**config.mk**
```make
export PLATFORM = sky130hd
export DESIGN_NAME = uframe_index_ctr
export DESIGN_NICKNAME = d
export VERILOG_FILES = /design/src/rtl/uframe_pkg.sv /design/src/rtl/uframe_wr_gate.sv /design/src/rtl/uframe_counter.sv /design/src/rtl/uframe_sof_shadow.sv /design/src/rtl/uframe_index_ctr.sv
export SDC_FILE = /design/constraint.sdc
export NUM_CORES = 1
export LEC_CHECK = 0
export BUFFER_PORTS_ARGS = -buffer_cell sky130_fd_sc_hd__buf_2
export CORE_ASPECT_RATIO = 0.8
export CORE_UTILIZATION = 48
export CTS_CLUSTER_SIZE = 28
export DETAILED_ROUTE_END_ITERATION = 10
export GPL_TIMING_DRIVEN = 0
export PLACE_DENSITY = 0.86
export SETUP_SLACK_MARGIN = 0.5
export SLEW_MARGIN = 10
export SYNTH_ARGS = -nofsm -noshare
export SYNTH_HDL_FRONTEND = slang
export SYNTH_HIERARCHICAL = 1
export SYNTH_SLANG_ARGS = --single-unit
export TNS_END_PERCENT = 5
```
**constraint.sdc**
```tcl
create_clock -name clk -period 5.05 [get_ports clk]
set_input_delay 0.2525 -clock clk [delete_from_list [all_inputs] [get_ports clk]]
set_output_delay 0.2525 -clock clk [all_outputs]
set_load 0.005 [all_outputs]
```
**src/rtl/uframe_pkg.sv**
```systemverilog
package uframe_pkg;

   typedef enum logic [1:0] {
      WR_IDLE   = 2'd0,
      WR_TAKE   = 2'd1,
      WR_REJECT = 2'd2
   } wr_verdict_e;

   function automatic wr_verdict_e judge_write(input logic strobe,
                                               input logic be_ok,
                                               input logic run_on,
                                               input logic is_halted);
      if (!strobe)
         return WR_IDLE;
      else if (be_ok && is_halted && !run_on)
         return WR_TAKE;
      else
         return WR_REJECT;
   endfunction

endpackage

```
**src/rtl/uframe_wr_gate.sv**
```systemverilog
module uframe_wr_gate
   import uframe_pkg::*;
#(
   parameter int BE_W          = 4,
   parameter bit NEED_FULL_WORD = 1'b1
) (
   input  logic            clk,
   input  logic            rst_n,
   input  logic            wr_en,
   input  logic [BE_W-1:0] wr_be,
   input  logic            run_en,
   input  logic            halted,
   output logic            take,
   output logic            err_q
);

   logic        be_ok;
   wr_verdict_e verdict;

   generate
      if (NEED_FULL_WORD) begin : g_full_word
         assign be_ok = &wr_be;
      end else begin : g_any_width
         assign be_ok = 1'b1;
      end
   endgenerate

   always_comb begin
      verdict = judge_write(wr_en, be_ok, run_en, halted);
      take    = (verdict == WR_TAKE);
   end

   always_ff @(posedge clk) begin
      if (!rst_n)
         err_q <= 1'b0;
      else
         err_q <= (verdict == WR_REJECT);
   end

endmodule

```
**src/rtl/uframe_counter.sv**
```systemverilog
module uframe_counter #(
   parameter int IDX_W = 14,
   parameter int SUB_W = 3
) (
   input  logic             clk,
   input  logic             rst_n,
   input  logic             load,
   input  logic [IDX_W-1:0] load_val,
   input  logic             step,
   output logic [IDX_W-1:0] cnt,
   output logic             sub_start
);

   localparam logic [IDX_W-1:0] ONE = IDX_W'(1);

   always_ff @(posedge clk) begin
      if (!rst_n)
         cnt <= '0;
      else if (load)
         cnt <= load_val;
      else if (step)
         cnt <= cnt + ONE;
   end

   // advance that takes the sub-frame bits from all-zero to one
   assign sub_start = step && !load && (cnt[SUB_W-1:0] == '0);

endmodule

```
**src/rtl/uframe_sof_shadow.sv**
```systemverilog
module uframe_sof_shadow #(
   parameter int SOF_W = 11
) (
   input  logic             clk,
   input  logic             rst_n,
   input  logic             load,
   input  logic [SOF_W-1:0] load_val,
   input  logic             adv,
   output logic [SOF_W-1:0] sof
);

   localparam logic [SOF_W-1:0] ONE = SOF_W'(1);

   always_ff @(posedge clk) begin
      if (!rst_n)
         sof <= '0;
      else if (load)
         sof <= load_val;
      else if (adv)
         sof <= sof + ONE;
   end

endmodule

```
**src/rtl/uframe_index_ctr.sv**
```systemverilog
module uframe_index_ctr #(
   parameter int REG_W      = 32,
   parameter int IDX_W      = 14,
   parameter int SUB_W      = 3,
   parameter int LIST_W     = 10,
   parameter int SOF_W      = 11,
   parameter bit FULL_WORD  = 1'b1
) (
   input  logic              clk,
   input  logic              rst_n,
   input  logic              uf_tick,
   input  logic              run_en,
   input  logic              halted,
   input  logic              wr_en,
   input  logic [REG_W-1:0]  wr_data,
   input  logic [REG_W/8-1:0] wr_be,
   output logic [REG_W-1:0]  rd_data,
   output logic [IDX_W-1:0]  frame_idx,
   output logic [LIST_W-1:0] list_idx,
   output logic [SOF_W-1:0]  sof_num,
   output logic              wr_err
);

   localparam int BE_W  = REG_W / 8;
   localparam int HI_W  = IDX_W - SUB_W;
   localparam int PAD_W = REG_W - IDX_W;

   generate
      if (REG_W % 8 != 0) begin : g_bad_reg_w
         $error("REG_W must be a whole number of bytes");
      end
      if (IDX_W >= REG_W) begin : g_bad_idx_w
         $error("IDX_W must be narrower than REG_W");
      end
      if (SOF_W != HI_W) begin : g_bad_sof_w
         $error("SOF_W must equal IDX_W - SUB_W");
      end
      if (LIST_W > HI_W) begin : g_bad_list_w
         $error("LIST_W cannot exceed IDX_W - SUB_W");
      end
   endgenerate

   logic take;
   logic step;
   logic sub_start;

   uframe_wr_gate #(
      .BE_W           (BE_W),
      .NEED_FULL_WORD (FULL_WORD)
   ) u_gate (
      .clk    (clk),
      .rst_n  (rst_n),
      .wr_en  (wr_en),
      .wr_be  (wr_be),
      .run_en (run_en),
      .halted (halted),
      .take   (take),
      .err_q  (wr_err)
   );

   assign step = uf_tick && run_en && !halted;

   uframe_counter #(
      .IDX_W (IDX_W),
      .SUB_W (SUB_W)
   ) u_cnt (
      .clk       (clk),
      .rst_n     (rst_n),
      .load      (take),
      .load_val  (wr_data[IDX_W-1:0]),
      .step      (step),
      .cnt       (frame_idx),
      .sub_start (sub_start)
   );

   uframe_sof_shadow #(
      .SOF_W (SOF_W)
   ) u_sof (
      .clk      (clk),
      .rst_n    (rst_n),
      .load     (take),
      .load_val (wr_data[IDX_W-1:SUB_W]),
      .adv      (sub_start),
      .sof      (sof_num)
   );

   assign list_idx = frame_idx[SUB_W+LIST_W-1:SUB_W];
   assign rd_data  = {{PAD_W{1'b0}}, frame_idx};

endmodule

```
==> metrics.log <==
INFO  metric run_status = finished clean
INFO  metric hold_viol_final = 0
INFO  metric synthSimpleGateAreaFrac = 28.9%
INFO  metric post_synth_fa_ha_maj_area_fraction = 1.87%
INFO  metric detail_route.first_pass.iterations = 4
INFO  metric globalRouteTotalUtil = 22.0%
INFO  metric critPathMaxStageDelay = around 0.44 ns
INFO  metric clk_path_buf_depth = 2
INFO  metric cts_inserted_buffers = 3
INFO  metric synth_top_family_by_area = simple AND/OR/NAND/NOR gates
INFO  metric power.static_leakage = 1.33 nW
INFO  metric drv_slew = 0
INFO  metric die-area = between 4000 and 5000 um2
INFO  metric drive_above_1_share = 38.9%
INFO  metric hp-class = primary input to register
INFO  metric async_flop_share = 0%
INFO  metric post-synth-top-count-cell = sky130_fd_sc_hd__buf_4
INFO  metric power.ir.vdd_worst = 0.110 mV
INFO  metric postCtsSetupRepairBufs = 0
INFO  metric worstPathCellList = buf_2 > and4b_1 > and4_1 > clkbuf_1 > clkbuf_1 > and4bb_2 > buf_4 > and4b_1 > a211oi_1 > nand3_1
INFO  metric design.final.nets = 380
INFO  metric worstSetupPathType = primary input to register
INFO  metric rows = 20
INFO  metric cts.sinks = 26
INFO  metric start_util = 51.3%
INFO  metric crit_path_max_fanout = 12
INFO  metric hpwl = around 3800 um
INFO  metric worst_ep_required_time = 5.22 ns
INFO  metric synthMuxAreaShare = less than 1%
INFO  metric synth-seq-area-share = approximately 26%
INFO  metric setup-tns-final = 0 ns
INFO  metric unrepaired_setup_endpoints_after_global_routing = no
INFO  metric chipWidth = between 70 and 80 um
INFO  metric place_ws = 2.11 ns
INFO  metric place.gp.congestion = about 0.85
INFO  metric detail-route-antenna-nets = 0
INFO  metric route.detailed.drc = 0
INFO  metric critPathSlowestCell = sky130_fd_sc_hd__and4_1
INFO  metric areaGrowthSynthToFinish = 27.6%
INFO  metric post_synth_xor_area_fraction = 3.50%
INFO  metric antenna_violations_before_repair = 0
INFO  metric detail_route.wirelength = 5000 um
INFO  metric drtIter0Drc = 151
INFO  metric setup.worst_path.end_class = register
INFO  metric routed_wire_per_std_cell = 12.9 um
INFO  metric ios = 110
INFO  metric syn-instance-count = 240
INFO  metric final_min_period_over_clock_period = 53.3%
INFO  metric vias = 2070
INFO  metric post_cts.resized_instances = 0
INFO  metric achievable_freq = 371 MHz
INFO  metric cts_root_buffer = sky130_fd_sc_hd__clkbuf_8
INFO  metric fraction_of_post_synthesis_cell_area_in_the_top_cell_type_by_area = 26.0%
INFO  metric grt_max_degree = 15
INFO  metric synth_common_cells = 43 x sky130_fd_sc_hd__buf_4, 26 x sky130_fd_sc_hd__dfxtp_1, 16 x sky130_fd_sc_hd__o21ai_0, 14 x sky130_fd_sc_hd__nand2_1, 10 x sky130_fd_sc_hd__nand4_1
INFO  metric crit_arrival = about 2.9 ns
INFO  metric buffer_ports.inserted = 73
INFO  metric number_of_flops_mapped_to_enable_cells_by_yosys = 0
INFO  metric post_synth.cell_area_avg = approximately 8.3 um2
INFO  metric total_power = 0.413 mW
INFO  metric clkLatencyLatePin = 0.28 ns
INFO  metric cts.reportedPaths.clkPinSlew = 0.10 ns
INFO  metric overflow = 0
INFO  metric hold_buffers_post_cts = 0
INFO  metric grt_pass1_vias = 1612
INFO  metric setup_viol = 0
INFO  metric routed_via_density = 5.32
INFO  metric distinct_cell_type_count_of_the_synthesized_netlist = 52
INFO  metric synth_top_cells_by_area = sky130_fd_sc_hd__dfxtp_1 26%, sky130_fd_sc_hd__buf_4 16%, sky130_fd_sc_hd__o21ai_0 4.0%
INFO  metric synth_compound_area_share = 18.7%
INFO  metric core_area = around 3900 um2
INFO  metric ys_ff_latch = 26
INFO  metric cts_tree = done
INFO  metric synth_top_area_cell = sky130_fd_sc_hd__dfxtp_1
INFO  metric htree_levels = 1
INFO  metric final.setup_skew = 0.00928 ns
INFO  metric post-route-min-period = 2.69 ns
INFO  metric fin_ws = 2.36 ns
INFO  metric yosys_synthesis_warning_count = 6
INFO  metric critPathLaunchType = primary input
INFO  metric final_antenna_diode_count = 0
INFO  metric die_height = around 60 um
INFO  metric post_synth_instance_area = roughly 2000 um2
INFO  metric cell_area_power_density = 162 nW/um2
INFO  metric postSynth.topFlopCell = sky130_fd_sc_hd__dfxtp_1
INFO  metric global_route_wire_length_before_repair = between 7000 and 8000 um
INFO  metric cap_viol_max_count = 0
[cells by family after synthesis]
| kind of cell | Yosys count |
|---|---|
| simple gates | 88 |
| buf+inv | 60 |
| compound gates | 53 |
| flops | 26 |
| xor+xnor | 8 |
| fa+ha+maj | 3 |
| other cells | 1 |
| mux | 1 |
[registers in the layout, summed over array words and instances, names as in the netlist]
name / flops
u_cnt/cnt: 14
u_gate/err_q: 1
u_sof/sof: 11
[layout make-up]
| class | instances | area, um2 |
|---|---|---|
| multi-input combinational | 171 | 1140 |
| tap | 55 | 68.8 |
| timing repair buffer | 73 | 365 |
| fill | 345 | 1350 |
| buffer | 53 | 380 |
| sequential | 26 | 520 |
| clock buffer | 4 | 55.1 |
| inverter | 7 | 26.3 |
[stage by stage]
stage / hold WS, ns / instance area (um2) / cells / util (%)
finish: 0.158 / 2560 / 389 / 65.5
global route: 0.161 / 2560 / 389 / 65.5
CTS: 0.154 / 2560 / 389 / 65.5
detailed placement: 0.449 / 2500 / 385 / 64.1
global placement: 0.443 / 2500 / 385 / 64.1
floorplan: 0.350 / 2070 / 257 / -
[power by group]
part           total [mW]  switching, mW  internal (mW)
registers           0.215        0.00618          0.209
clock network       0.139         0.0695         0.0699
logic              0.0583         0.0271         0.0311
[worst paths after layout]
kind              slack [ns]         start             to  cells past startpoint
setup reg to reg        3.20  u_cnt/cnt[0]  u_sof/sof[10]                      7
setup / recovery        2.36        run_en  u_sof/sof[10]                     10
hold / removal          0.16      wr_be[3]   u_gate/err_q                      2
hold reg to reg         0.56  u_sof/sof[9]   u_sof/sof[9]                      2
[layout by cell type, fill, tap and decap left out, types with 2 or more instances in the layout]
| cell type | synthesis | final |
|---|---|---|
| sky130_fd_sc_hd__o211ai_1 | 2 | 2 |
| sky130_fd_sc_hd__ha_1 | 3 | 3 |
| sky130_fd_sc_hd__inv_1 | 7 | 7 |
| sky130_fd_sc_hd__o21ai_0 | 16 | 16 |
| sky130_fd_sc_hd__nand4b_1 | 2 | 2 |
| sky130_fd_sc_hd__conb_1 | 1 | 18 |
| sky130_fd_sc_hd__nor2b_1 | 2 | 2 |
| sky130_fd_sc_hd__and4b_1 | 3 | 3 |
| sky130_fd_sc_hd__nand4_1 | 10 | 10 |
| sky130_fd_sc_hd__a31oi_1 | 6 | 6 |
| sky130_fd_sc_hd__nand3_1 | 9 | 9 |
| sky130_fd_sc_hd__and2_1 | 5 | 5 |
| sky130_fd_sc_hd__nand3b_1 | 2 | 2 |
| sky130_fd_sc_hd__nand2_1 | 14 | 14 |
| sky130_fd_sc_hd__and3_1 | 4 | 4 |
| sky130_fd_sc_hd__dfxtp_1 | 26 | 26 |
| sky130_fd_sc_hd__clkbuf_1 | 4 | 4 |
| sky130_fd_sc_hd__buf_4 | 43 | 43 |
| sky130_fd_sc_hd__nand2b_1 | 4 | 4 |
| sky130_fd_sc_hd__nor2_1 | 6 | 6 |
| sky130_fd_sc_hd__a21oi_1 | 4 | 4 |
| sky130_fd_sc_hd__nor3b_1 | 4 | 4 |
| sky130_fd_sc_hd__o31ai_1 | 4 | 4 |
| sky130_fd_sc_hd__a311oi_1 | 5 | 5 |
| sky130_fd_sc_hd__nand4_4 | 2 | 2 |
| sky130_fd_sc_hd__o211a_1 | 5 | 5 |
| sky130_fd_sc_hd__buf_2 | 2 | 75 |
| sky130_fd_sc_hd__o221ai_1 | 2 | 2 |
| sky130_fd_sc_hd__a211oi_1 | 2 | 2 |
| sky130_fd_sc_hd__or4_1 | 6 | 6 |
| sky130_fd_sc_hd__clkbuf_8 | 0 | 4 |
| sky130_fd_sc_hd__or2_2 | 2 | 2 |
| sky130_fd_sc_hd__xnor2_1 | 5 | 5 |
| sky130_fd_sc_hd__and4_1 | 2 | 2 |
| sky130_fd_sc_hd__xor2_1 | 3 | 3 |
| sky130_fd_sc_hd__a221o_1 | 3 | 3 |
| sky130_fd_sc_hd__or3_1 | 4 | 4 |
[per-layer routing]
layer  vias up  track usage [%]  wire [um]
met3         4             4.22        513
met1       934             29.9       2230
met5         -                0          0
met4         0             3.23         27
li1       1023                -          -
met2       109             37.1       2230
[critical path, delay by kind of cell]
family	cells	cell delay [ns]
buffers and inverters	4	1.04
AO/OA/AOI/OAI	1	0.24
AND/OR/NAND/NOR	5	1.32
No activity file was read; power rests on OpenSTA's default activity.
